==> src/rtl/status_pkg.sv <==
package status_pkg;
    localparam int QW = 12;
    localparam int OW = 8;
    localparam int SW = 8;
    localparam int AW = 4;
    localparam int DW = 16;

    localparam logic [OW-1:0] OPER_VALID  = 8'hB7;
    localparam logic [OW-1:0] OPER_PRESET = 8'h84;
    localparam logic [QW-1:0] QUES_VALID  = 12'hFFF;
    localparam logic [QW-1:0] QUES_PRESET = 12'hFFF;
    localparam logic [SW-1:0] STD_IN_MASK = 8'h3D;
    localparam int            PON_BIT     = 7;

    typedef enum logic [AW-1:0] {
        A_QCOND = 4'd0,
        A_QEN   = 4'd1,
        A_QEVT  = 4'd2,
        A_OCOND = 4'd3,
        A_OEN   = 4'd4,
        A_OEVT  = 4'd5,
        A_SEVT  = 4'd6,
        A_SEN   = 4'd7,
        A_STB   = 4'd8
    } reg_addr_e;

    typedef enum logic [0:0] {
        ST_PWRON = 1'b0,
        ST_RUN   = 1'b1
    } pwr_state_e;
endpackage

==> src/rtl/status_pwr_seq.sv <==
module status_pwr_seq
    import status_pkg::*;
(
    input  logic clk,
    input  logic rst_n,
    output logic pon_set
);
    pwr_state_e state_q, state_d;

    always_ff @(posedge clk or negedge rst_n) begin
        if (!rst_n) state_q <= ST_PWRON;
        else        state_q <= state_d;
    end

    always_comb begin
        state_d = state_q;
        pon_set = 1'b0;
        unique case (state_q)
            ST_PWRON: begin
                pon_set = 1'b1;
                state_d = ST_RUN;
            end
            ST_RUN: begin
                pon_set = 1'b0;
                state_d = ST_RUN;
            end
        endcase
    end
endmodule

==> src/rtl/status_cond_group.sv <==
module status_cond_group #(
    parameter int             W      = 8,
    parameter logic [W-1:0]   VALID  = '1,
    parameter logic [W-1:0]   PRESET = '0
) (
    input  logic         clk,
    input  logic         rst_n,
    input  logic [W-1:0] cond_in,
    input  logic [W-1:0] en_keep,
    input  logic         en_wr,
    input  logic [W-1:0] en_wdata,
    input  logic         preset,
    input  logic         clr,
    input  logic         evt_rd,
    output logic [W-1:0] cond_q,
    output logic [W-1:0] en_eff,
    output logic [W-1:0] evt_q
);
    logic [W-1:0] en_q;
    logic [W-1:0] evt_d;
    logic [W-1:0] set_v;

    assign cond_q = cond_in & VALID;
    assign en_eff = en_q & en_keep;
    assign set_v  = cond_q & en_eff;

    always_comb begin
        evt_d = (clr || evt_rd) ? '0 : evt_q;
        evt_d = evt_d | set_v;
    end

    always_ff @(posedge clk or negedge rst_n) begin
        if (!rst_n) begin
            en_q  <= '0;
            evt_q <= '0;
        end else begin
            if (preset)     en_q <= PRESET;
            else if (en_wr) en_q <= en_wdata;
            evt_q <= evt_d;
        end
    end
endmodule

==> src/rtl/status_std_event.sv <==
module status_std_event
    import status_pkg::*;
(
    input  logic          clk,
    input  logic          rst_n,
    input  logic [SW-1:0] evt_in,
    input  logic          pon_set,
    input  logic          en_wr,
    input  logic [SW-1:0] en_wdata,
    input  logic          clr,
    input  logic          evt_rd,
    output logic [SW-1:0] en_q,
    output logic [SW-1:0] evt_q
);
    logic [SW-1:0] set_v;
    logic [SW-1:0] evt_d;

    always_comb begin
        set_v          = evt_in & STD_IN_MASK;
        set_v[PON_BIT] = pon_set;
        evt_d          = ((clr || evt_rd) ? '0 : evt_q) | set_v;
    end

    always_ff @(posedge clk or negedge rst_n) begin
        if (!rst_n) begin
            en_q  <= '0;
            evt_q <= '0;
        end else begin
            if (en_wr) en_q <= en_wdata;
            evt_q <= evt_d;
        end
    end
endmodule

==> src/rtl/status_summary_top.sv <==
module status_summary_top
    import status_pkg::*;
(
    input  logic          clk,
    input  logic          rst_n,
    input  logic          single_unit,
    input  logic [QW-1:0] ques_cond_in,
    input  logic [OW-1:0] oper_cond_in,
    input  logic [SW-1:0] std_evt_in,
    input  logic          errq_nonempty,
    input  logic          acc_wr,
    input  logic          acc_rd,
    input  logic [AW-1:0] acc_addr,
    input  logic [DW-1:0] acc_wdata,
    input  logic          clr_stb,
    input  logic          preset_stb,
    output logic [DW-1:0] acc_rdata,
    output logic [7:0]    status_byte
);
    logic [QW-1:0] ques_cond, ques_en_eff, ques_evt, ques_keep;
    logic [OW-1:0] oper_cond, oper_en_eff, oper_evt;
    logic [SW-1:0] std_en, std_evt;
    logic          pon_set;

    assign ques_keep = {{(QW-1){1'b1}}, ~single_unit};

    status_pwr_seq u_pwr (
        .clk     (clk),
        .rst_n   (rst_n),
        .pon_set (pon_set)
    );

    status_cond_group #(.W(QW), .VALID(QUES_VALID), .PRESET(QUES_PRESET)) u_ques (
        .clk      (clk),
        .rst_n    (rst_n),
        .cond_in  (ques_cond_in),
        .en_keep  (ques_keep),
        .en_wr    (acc_wr && acc_addr == A_QEN),
        .en_wdata (acc_wdata[QW-1:0]),
        .preset   (preset_stb),
        .clr      (clr_stb),
        .evt_rd   (acc_rd && acc_addr == A_QEVT),
        .cond_q   (ques_cond),
        .en_eff   (ques_en_eff),
        .evt_q    (ques_evt)
    );

    status_cond_group #(.W(OW), .VALID(OPER_VALID), .PRESET(OPER_PRESET)) u_oper (
        .clk      (clk),
        .rst_n    (rst_n),
        .cond_in  (oper_cond_in),
        .en_keep  ({OW{1'b1}}),
        .en_wr    (acc_wr && acc_addr == A_OEN),
        .en_wdata (acc_wdata[OW-1:0]),
        .preset   (preset_stb),
        .clr      (clr_stb),
        .evt_rd   (acc_rd && acc_addr == A_OEVT),
        .cond_q   (oper_cond),
        .en_eff   (oper_en_eff),
        .evt_q    (oper_evt)
    );

    status_std_event u_std (
        .clk      (clk),
        .rst_n    (rst_n),
        .evt_in   (std_evt_in),
        .pon_set  (pon_set),
        .en_wr    (acc_wr && acc_addr == A_SEN),
        .en_wdata (acc_wdata[SW-1:0]),
        .clr      (clr_stb),
        .evt_rd   (acc_rd && acc_addr == A_SEVT),
        .en_q     (std_en),
        .evt_q    (std_evt)
    );

    always_comb begin
        status_byte    = '0;
        status_byte[2] = errq_nonempty;
        status_byte[3] = |(ques_evt & ques_en_eff);
        status_byte[5] = |(std_evt & std_en);
        status_byte[7] = |(oper_evt & oper_en_eff);
        status_byte[6] = status_byte[2] | status_byte[3] | status_byte[5] | status_byte[7];
    end

    always_comb begin
        acc_rdata = '0;
        if (acc_rd) begin
            case (acc_addr)
                A_QCOND: acc_rdata[QW-1:0] = ques_cond;
                A_QEN:   acc_rdata[QW-1:0] = ques_en_eff;
                A_QEVT:  acc_rdata[QW-1:0] = ques_evt;
                A_OCOND: acc_rdata[OW-1:0] = oper_cond;
                A_OEN:   acc_rdata[OW-1:0] = oper_en_eff;
                A_OEVT:  acc_rdata[OW-1:0] = oper_evt;
                A_SEVT:  acc_rdata[SW-1:0] = std_evt;
                A_SEN:   acc_rdata[SW-1:0] = std_en;
                A_STB:   acc_rdata[7:0]    = status_byte;
                default: acc_rdata         = '0;
            endcase
        end
    end
endmodule

==> config.mk <==
export PLATFORM = sky130hd
export DESIGN_NAME = status_summary_top
export DESIGN_NICKNAME = d
export VERILOG_FILES = /design/src/rtl/status_pkg.sv /design/src/rtl/status_pwr_seq.sv /design/src/rtl/status_cond_group.sv /design/src/rtl/status_std_event.sv /design/src/rtl/status_summary_top.sv
export SDC_FILE = /design/constraint.sdc
export NUM_CORES = 1
export LEC_CHECK = 0
export BUFFER_PORTS_ARGS = -buffer_cell sky130_fd_sc_hd__buf_2
export CORE_ASPECT_RATIO = 0.5
export CORE_MARGIN = 4
export CORE_UTILIZATION = 55
export CTS_BUF_LIST = sky130_fd_sc_hd__clkbuf_4 sky130_fd_sc_hd__clkbuf_8
export CTS_CLUSTER_SIZE = 30
export DETAILED_ROUTE_END_ITERATION = 8
export HOLD_SLACK_MARGIN = 0.12
export PLACE_DENSITY = 0.81
export SKIP_CTS_REPAIR_TIMING = 1
export SYNTH_ARGS = -nofsm -noshare
export SYNTH_HDL_FRONTEND = slang
export SYNTH_HIERARCHICAL = 1
export SYNTH_SLANG_ARGS = --single-unit
==> constraint.sdc <==
create_clock -name clk -period 3.3 [get_ports clk]
set_input_delay 0.165 -clock clk [delete_from_list [all_inputs] [get_ports clk]]
set_output_delay 0.165 -clock clk [all_outputs]
set_load 0.03 [all_outputs]
Word-level counts from Yosys, hierarchy flattened --
Cells that the tools add are included.
Word-level totals: flip-flop bits (word level) 57, bits of input ports 56, output and inout bits 24, logic and storage cells 55
Cells by class: equal/unequal tests 8, multiplexer cells 11, bitwise gates (word level) 14, reduce and logical (&&, ||, !) cells 15
Operator list (number):
- case mux 8 bit (9 select lines) | 1
- 2-to-1 mux 12 bit | 4
- AND 12 bit | 3
- 2-to-1 mux 8 bit | 4
- AND 8 bit | 3
- == test 4 x 3 -> 1 bit, second input constant | 4
- OR 8 bit | 2
- OR reduction 8 bit | 2
- OR 12 bit | 1
- case mux 4 bit (3 select lines) | 1
- OR reduction 12 bit | 1
- == test 4 x 2 -> 1 bit, second input constant | 2
- logical AND 1 bit | 6
- == test 4 x 1 -> 1 bit, second input constant | 1
- == test 4 bit, second input constant | 1
- logical NOT 4 bit | 1
- nonzero test 2 bit | 2
- logical OR 1 bit | 3
- OR 1 bit | 3
- inverter 1 bit | 2
- case mux 1 bit (2 select lines) | 1

Depth between registers and ports, before layout --
Gate-level depths: netlist of the first run.
depth in word-level cells 9, mapped depth 8, depth with buffers taken out 6

Hierarchy --
The synthesis of the first run kept the hierarchy.
Modules (own cells, without submodules):
- status_cond_group at u_ques | times used 1, cells an instance 89, area each 1102.3 µm², seq. area each 600.6 µm²
- status_summary_top | times used 1, cells an instance 149, area each 1071.0 µm², seq. area each 0.0 µm²
- status_cond_group at u_oper | times used 1, cells an instance 58, area each 668.1 µm², seq. area each 350.3 µm²
- status_std_event | times used 1, cells an instance 33, area each 549.3 µm², seq. area each 350.3 µm²
- status_pwr_seq | times used 1, cells an instance 3, area each 32.5 µm², seq. area each 25.0 µm²

Worst setup path before layout of the first run --
No wires, ideal clock.
path type register to output, start register u_oper.en_q[0], end output port acc_rdata[6], arrival time 2020 ps, slack 1115 ps, cell stages (with the launch flop) 7, cell sequence dfrtp_1 -> and2_1 -> a22oi_1 -> nand4_1 -> nor3_1 -> nand3_1 -> o2bb2ai_1
Between the ends: word-level cells in the longest chain between the ends 5
Ends and longest elaborated chain:
- start: declaration | RTL line status_cond_group.sv:19 | logic [W-1:0] en_q;
- start signal: assignment | RTL line status_cond_group.sv:38 | else if (en_wr) en_q <= en_wdata;
- AND 8 bit | RTL line status_summary_top.sv:81 | status_byte[7] = |(oper_evt & oper_en_eff);
- OR reduction 8 bit | RTL line status_summary_top.sv:81
- via status_byte[7] | RTL line status_summary_top.sv:18 | output logic [7:0] status_byte
- OR 1 bit | RTL line status_summary_top.sv:82 | status_byte[6] = status_byte[2] | status_byte[3] | status_byte[5] | status_byte[7];
- via status_byte[6] | RTL line status_summary_top.sv:18
- case mux 8 bit (9 select lines) | RTL line status_summary_top.sv:88 | case (acc_addr)
- 2-to-1 mux 12 bit | RTL line status_summary_top.sv:87 | if (acc_rd) begin
- end: declaration | RTL line status_summary_top.sv:17 | output logic [DW-1:0] acc_rdata,
The timed path passes the listed nets, and every way through them passes these cells.

Final worst setup path of the first run --
start register u_ques.en_q[7], end output port acc_rdata[6]
Between the ends: word-level cells in the longest chain between the ends 8
Ends and longest elaborated chain:
- start: declaration | RTL line status_cond_group.sv:19
- start signal: assignment | RTL line status_cond_group.sv:38
- AND 12 bit | RTL line status_cond_group.sv:24 | assign en_eff = en_q & en_keep;
- via ques_en_eff[7] | RTL line status_summary_top.sv:20 | logic [QW-1:0] ques_cond, ques_en_eff, ques_evt, ques_keep;
- AND 12 bit | RTL line status_summary_top.sv:79 | status_byte[3] = |(ques_evt & ques_en_eff);
- OR reduction 12 bit | RTL line status_summary_top.sv:79
- OR 1 bit (3 in a row) | RTL line status_summary_top.sv:82
- case mux 8 bit (9 select lines) | RTL line status_summary_top.sv:88
- 2-to-1 mux 12 bit | RTL line status_summary_top.sv:87
The timed path passes the listed nets, and every way through them passes these cells.

==> results of run 1 <==
per-stage QoR:
step                      hold WS [ns]  total power, uW  instances
after CTS                       -0.201             1490        470
final                           0.0941             1530        504
after floorplan                 -0.131             1000        360
after global routing             0.123             1590        504
after global placement           0.142             1080        462
after detailed placement         0.149             1090        462
registers in the layout, indices dropped and copies added (netlist names):
name           flops
u_ques/en_q       12
u_ques/evt_q      12
u_oper/en_q        8
u_std/en_q         8
u_oper/evt_q       6
u_std/evt_q        6
u_pwr/state_q      1
final timing paths:
kind | startpoint | endpoint | cells past startpoint
worst max-delay path | u_ques/en_q[7]$_DFFE_PN0P_ | acc_rdata[6] | 6
worst min-delay path | acc_wdata[5] | u_ques/en_q[5]$_DFFE_PN0P_ | 2
worst max register to register | u_oper/en_q[5]$_DFFE_PN0P_ | u_oper/evt_q[5]$_DFF_PN0_ | 2
worst min register to register | u_oper/en_q[3]$_DFFE_PN0P_ | u_oper/en_q[3]$_DFFE_PN0P_ | 2
max in group asynchronous | rst_n | u_ques/evt_q[5]$_DFF_PN0_ | 3
min in group asynchronous | rst_n | u_ques/en_q[9]$_DFFE_PN0P_ | 2
power groups by stage:
stage / clock network [uW] / registers [uW] / logic (uW)
floorplan: 0 / 739 / 262
global placement: 0 / 756 / 321
detailed placement: 0 / 759 / 329
CTS: 411 / 747 / 330
global route: 432 / 756 / 397
finish: 405 / 751 / 370
critical path: stages (launching register included):
cell and delay [ns]:
dfrtp_1 0.38, and2_1 0.21, a22o_1 0.26, a221oi_1 0.47, nand3_1 0.17, o2bb2ai_1 0.16, buf_2 0.19
cells in the mapped netlist (all sizes together) (4+ instances only):
cell / number
nand3: 6
a22o: 20
and2b: 4
dfrtp: 53
a22oi: 15
a21o: 6
nor2: 26
mux2: 8
and2: 21
nor3: 14
mux2i: 25
inv: 4
buf: 46
nor2b: 12
nand2: 9
a211o: 15
conb: 5
mux4: 5
a21oi: 9
area by class of cell:
class                      count  area, um2  share of cell area, %
sequential                    53       1330                   32.9
tap                           84        105                   2.61
clock inverter                 3       28.8                  0.714
timing repair buffer         101        686                   17.0
inverter                       4       15.0                  0.372
multi-input combinational    254       1800                   44.7
clock buffer                   5       68.8                   1.71
cells by family after synthesis:
group | synth area share [%]
multiplexers | 14.1
AO/OA/AOI/OAI | 18.6
AND/OR/NAND/NOR | 16.2
other | 0.548
buffers and inverters | 11.8
flip-flops | 38.7
layer usage:
| metal | routed length (um) | global-route usage, % | vias to the layer above | share of wire, % |
|---|---|---|---|---|
| li1 | - | - | 1327 | - |
| met1 | 4010 | 34.1 | 1380 | 43 |
| met2 | 3920 | 33.3 | 182 | 42 |
| met3 | 1200 | 8.72 | 15 | 13 |
| met4 | 111 | 4.14 | 0 | 1.2 |
| met5 | 0 | 0 | - | 0 |
==> out/qor.csv, run 1 <==
stage,metric,value,unit
outcome,status,completed,
yosys,Synth warnings,6,
floorplanning,Die X,120,um
power,power share of the sequential group,49.2,%
yosys,"FFs w/ async S/R, synth",100,%
yosys,#FFs+latches synth,53,
power,NetSw,497,uW
global_routing,antenna violations before repair,0,
clocking,Num CTS Buffers,5,
critical_path,Critical Path Sink Type,output pin,
sta,Final WS setup,0.969,ns
global_routing,largest net degree at the start of global routing,34,
power,worst vdd ir,204,uV
clocking,clk_lat worst skew,0.32,ns
yosys,"area leader, netlist",dfrtp_1,
floorplanning,Die Area,7630,um2
sta,Worst Skew,0.00247,ns
placed_design,Final GP Congestion,0.952,
critical_path,"Worst Path Class, Setup",register to output pin,
critical_path,Critical Path RT,3.13,ns
sta,RSZ-0062 raised after global routing,false,
clocking,CTS root buf,clkbuf_8,
drt,1st-pass router iterations,5,
finish,post-layout util,70.1,%
power,PD cells,378,nW/um2
floorplanning,IO Pins,80,
yosys,share of the synthesized area in the top cell type,38.7,%
clocking,clock tree buffer depth,2,
placed_design,Placed Area,3590,um2
placed_design,DP Worst Slack,0.958,ns
finish,layout cells sized above 1,24.0,%
power,sw frac,32.6,%
yosys,Mapped Avg Cell Area,10.3,um2
worst_hold_path,Hold Crit Class,primary input to register,
floorplanning,# rows,19,
yosys,Syn Inst Count,332,
yosys,Yosys cell types,47,
floorplanning,Initial Util,59.5,%
power,Clock Power Share,26.5,%
placed_design,DP HPWL,6.63,mm
global_routing,vias in the first global route,2622,
finish,fillers,414,
run,max_cap viols,0,
finish,layout net count,475,
global_routing,Total GRT Usage,23.2,%
critical_path,r2r setup slk,2.34,ns
yosys,fraction of the yosys area taken by sequential cells,38.7,%
finish,synthesis-to-finish area growth,17.8,%
floorplanning,CORE AREA,5750,um2
sta,worst-margin pin slew,0.944,ns
yosys,ys flop type,dfrtp_1,
drt,drt total wl,9.24,mm
global_routing,global-route wire length before repair,13.8,mm
power,Power Internal,1030,uW
finish,# diodes,0,
sta,final worst-path cycle share,70.6,%
sta,slew margin rel.,36.9,%
clocking,number of H-tree levels,2,
placed_design,input/output buffers,63,
clocking,"CTS clk-pin slew, worst paths",0.11,ns
floorplanning,die height,63.8,um
clocking,CTS sink cnt,53,
power,Logic pwr share,24.2,%
yosys,Post-Syn Area,3420,um2
global_routing,Overflow after GRT,0,
sta,setup violators final,0,
sta,Final Hold Viols,0,
clocking,CTS tree,done,
drt,drt via density,5.76,
yosys,Synth area leaders,"dfrtp_1, buf_4, mux2i_1, a22o_1, and2_1",
drt,Routed Antenna Nets,0,
power,Static Leak,0.00181,uW
sta,f_max,429,MHz
critical_path,Crit Path Max Fanout,3,
drt,Iteration-0 DRC Markers,303,
finish,"most common cell after layout, fill and taps aside",buf_2,
drt,drt drc,0,
drt,Avg WL per Cell,18.3,um
critical_path,critical path launch point type,register,
sta,Max Slew Vio Count,0,
yosys,number of enable flip-flop cells after synthesis,0,
critical_path,crit path DAT,2.17,ns
sta,setup_tns,0,ns
finish,Layout Cell Area excl Fill,4030,um2
sta,post-layout min period,2.33,ns
finish,most frequent cells in the layout,"buf_2, dfrtp_1, dlygate4sd3_1",
drt,Vias,2904,
No activity file was read; power rests on OpenSTA's default activity.
==> inputs of run 2 (changes only) <==
--- a/config.mk
+++ b/config.mk
@@ -5,6 +5,7 @@
 export SDC_FILE = /design/constraint.sdc
 export NUM_CORES = 1
 export LEC_CHECK = 0
+export ABC_AREA = 1
 export BUFFER_PORTS_ARGS = -buffer_cell sky130_fd_sc_hd__buf_2
 export CORE_ASPECT_RATIO = 0.5
 export CORE_MARGIN = 4
==> constraint.sdc (replaced) <==
create_clock -name clk -period 2.35 [get_ports clk]
set_input_delay 0.1175 -clock clk [delete_from_list [all_inputs] [get_ports clk]]
set_output_delay 0.1175 -clock clk [all_outputs]
set_load 0.03 [all_outputs]
==> out/qor.csv, run 2 <==
stage,metric,value,unit
sta,worst-margin pin slew,0.777,ns
critical_path,kind of cell adding the most delay to the critical path,simple AND/OR/NAND/NOR gates,
finish,Reg area,1330,um2
power,worst vdd ir,464,uV
critical_path,critical-path cell list,nand2_1 > inv_1 > nand2_1 > nand2_1 > nor2_1 > nand2_1 > nor2_1 > inv_1 > nand2_1 > nand3_1 > nand2_1 > inv_1 > buf_2,
clocking,clock tree buffer depth,2,
drt,drt drc,0,
placed_design,DP HPWL,7.71,mm
sta,Worst Skew,0.00505,ns
placed_design,input/output buffers,63,
yosys,post-synthesis mux area share,0,%
yosys,Yosys cell types,20,
finish,most frequent cells in the layout,"nand2_1, inv_1, buf_2",
sta,setup violators final,0,
drt,Routed Antenna Nets,0,
yosys,simple logic cell fraction of the synthesized area,39.4,%
floorplanning,Die X,122,um
global_routing,vias in the first global route,2978,
finish,layout cells sized above 1,16.2,%
finish,Layout Cell Area excl Fill,4340,um2
outcome,status,completed,
yosys,number of enable flip-flop cells after synthesis,0,
sta,RSZ-0062 raised after global routing,false,
sta,final worst-path cycle share,84.9,%
placed_design,Final GP Congestion,0.946,
drt,Avg WL per Cell,13.6,um
finish,area of the multi-input gates,1810,um2
drt,1st-pass router iterations,5,
floorplanning,IO Pins,80,
run,max_cap viols,0,
critical_path,CP Buf/Inv Count,4,
global_routing,Total GRT Usage,25.0,%
floorplanning,Initial Util,57.8,%
finish,layout net count,722,
floorplanning,# rows,20,
drt,drt total wl,10.2,mm
global_routing,Overflow after GRT,0,
clocking,Num CTS Buffers,5,
critical_path,most frequent CP cell,nand2_1,
sta,f_max,501,MHz
finish,fillers,556,
sta,Max Slew Vio Count,0,
critical_path,Critical Path RT,2.23,ns
sta,post-layout min period,2.00,ns
clocking,CTS root buf,clkbuf_8,
global_routing,antenna violations before repair,0,
yosys,Synth Area in XOR/XNOR,0,%
placed_design,DP Worst Slack,0.739,ns
finish,# diodes,0,
drt,Iteration-0 DRC Markers,288,
yosys,main combinational cell family by area after synthesis,simple AND/OR/NAND/NOR gates,
yosys,cell with the most instances after synthesis,nand2_1,
yosys,Post-synth top cells,"nand2_1, inv_1, dfrtp_1, nand3_1, buf_4",
power,PD cells,486,nW/um2
global_routing,global-route wire length before repair,14.8,mm
critical_path,crit path DAT,1.88,ns
power,Static Leak,0.00258,uW
yosys,Syn Inst Count,550,
yosys,#FFs+latches synth,53,
worst_hold_path,Hold Crit Class,primary input to asynchronous set/reset pin,
clocking,CTS tree,done,
floorplanning,Die Area,7920,um2
sta,slew margin rel.,48.2,%
sta,setup_tns,0,ns
yosys,Synth area leaders,"dfrtp_1, nand2_1, inv_1, buf_4, nand3_1",
yosys,ys flop type,dfrtp_1,
power,overall power,2110,uW
clocking,number of H-tree levels,2,
yosys,Post-Syn Area,3570,um2
global_routing,largest net degree at the start of global routing,45,
clocking,"CTS clk-pin slew, worst paths",0.10,ns
sta,Final WS setup,0.354,ns
yosys,"FFs w/ async S/R, synth",100,%
critical_path,Crit Path Max Fanout,3,
yosys,fraction of the yosys area taken by sequential cells,37.1,%
critical_path,"Worst Path Class, Setup",register to output pin,
yosys,compound-cell area share of the yosys netlist,6.03,%
floorplanning,die height,65.0,um
finish,synthesis-to-finish area growth,21.5,%
placed_design,Placed Area,3870,um2
critical_path,Critical Path Sink Type,output pin,
drt,Vias,3549,
finish,"most common cell after layout, fill and taps aside",nand2_1,
yosys,area share of fa/ha/maj cells after synthesis,0,%
yosys,"area leader, netlist",dfrtp_1,
critical_path,crit-path max cell delay,0.44,ns
yosys,Mapped Avg Cell Area,6.49,um2
drt,drt via density,4.70,
floorplanning,CORE AREA,6180,um2
sta,Final Hold Viols,0,
clocking,CTS sink cnt,53,
critical_path,critical path launch point type,register,
yosys,Synth warnings,6,
clocking,clk_lat worst skew,0.31,ns
yosys,share of the synthesized area in the top cell type,37.1,%
critical_path,slowest CP cell,dfrtp_1,
finish,top flop regs,"u_ques/en_q x12, u_ques/evt_q x12",
-- run 2: cell types whose count changed after synthesis, moves of 12 or more --
cell	delta
nand3_1	+33
a22o_1	-20
and2_1	-21
o21ai_0	+14
nand2_1	+239
a211o_1	-12
a22oi_1	-15
inv_1	+64
mux2i_1	-25
-- run 2: where the power goes --
part           leakage [uW]  internal (uW)  switching, uW  total [uW]
registers          0.000627            990           91.5        1080
logic               0.00190            173            291         464
clock network     0.0000478            243            321         565
total               0.00258           1410            704        2110
-- run 2: area by class of cell --
cell class	instances	share of cell area (%)
timing repair buffer	104	16.5
tap	88	2.54
multi-input combinational	428	41.7
sequential	53	30.6
clock inverter	2	0.375
clock buffer	6	1.90
inverter	74	6.40
-- run 2: final timing paths --
| path | from | endpoint | slack (ns) | depth (start not counted) |
|---|---|---|---|---|
| worst max-delay path | u_ques/en_q[11]$_DFFE_PN0P_ | acc_rdata[3] | 0.35 | 13 |
| worst min-delay path | rst_n | u_ques/en_q[4]$_DFFE_PN0P_ | 0.17 | 2 |
| worst max register to register | u_ques/en_q[0]$_DFFE_PN0P_ | u_ques/evt_q[0]$_DFF_PN0_ | 1.09 | 3 |
| worst min register to register | u_pwr/state_q$_DFF_PN0_ | u_std/evt_q[7]$_DFF_PN0_ | 0.48 | 3 |
| max in group asynchronous | rst_n | u_std/en_q[6]$_DFFE_PN0P_ | 1.36 | 3 |
| min in group clk | clr_stb | u_oper/evt_q[0]$_DFF_PN0_ | 0.17 | 4 |
-- run 2: cell families (layout without fill, tap and decap cells) --
logic type / count (synthesis) / after routing
AOI/OAI and AO/OA: 39 / 39
other: 5 / 50
buffers and inverters: 114 / 186
DFF: 53 / 53
and+or+nand+nor: 339 / 339
-- run 2: metal layers --
layer	vias up	global-route usage (%)	wire length, um
li1	1805	-	-
met1	1566	39.8	4830
met2	174	35.2	4270
met3	4	5.06	1100
met4	0	3.35	31
met5	-	0	0
-- run 2: metrics by stage --
| step | util [%] | hold WS, ns | instances |
|---|---|---|---|
| 3_3_place_gp | 62.6 | -0.0214 | 710 |
| 4_1_cts | 64.2 | -0.363 | 718 |
| 3_5_place_dp | 62.6 | -0.0224 | 710 |
| 6_report | 70.2 | 0.167 | 755 |
| 2_1_floorplan | - | -0.178 | 595 |
| 5_1_grt | 70.2 | 0.157 | 755 |
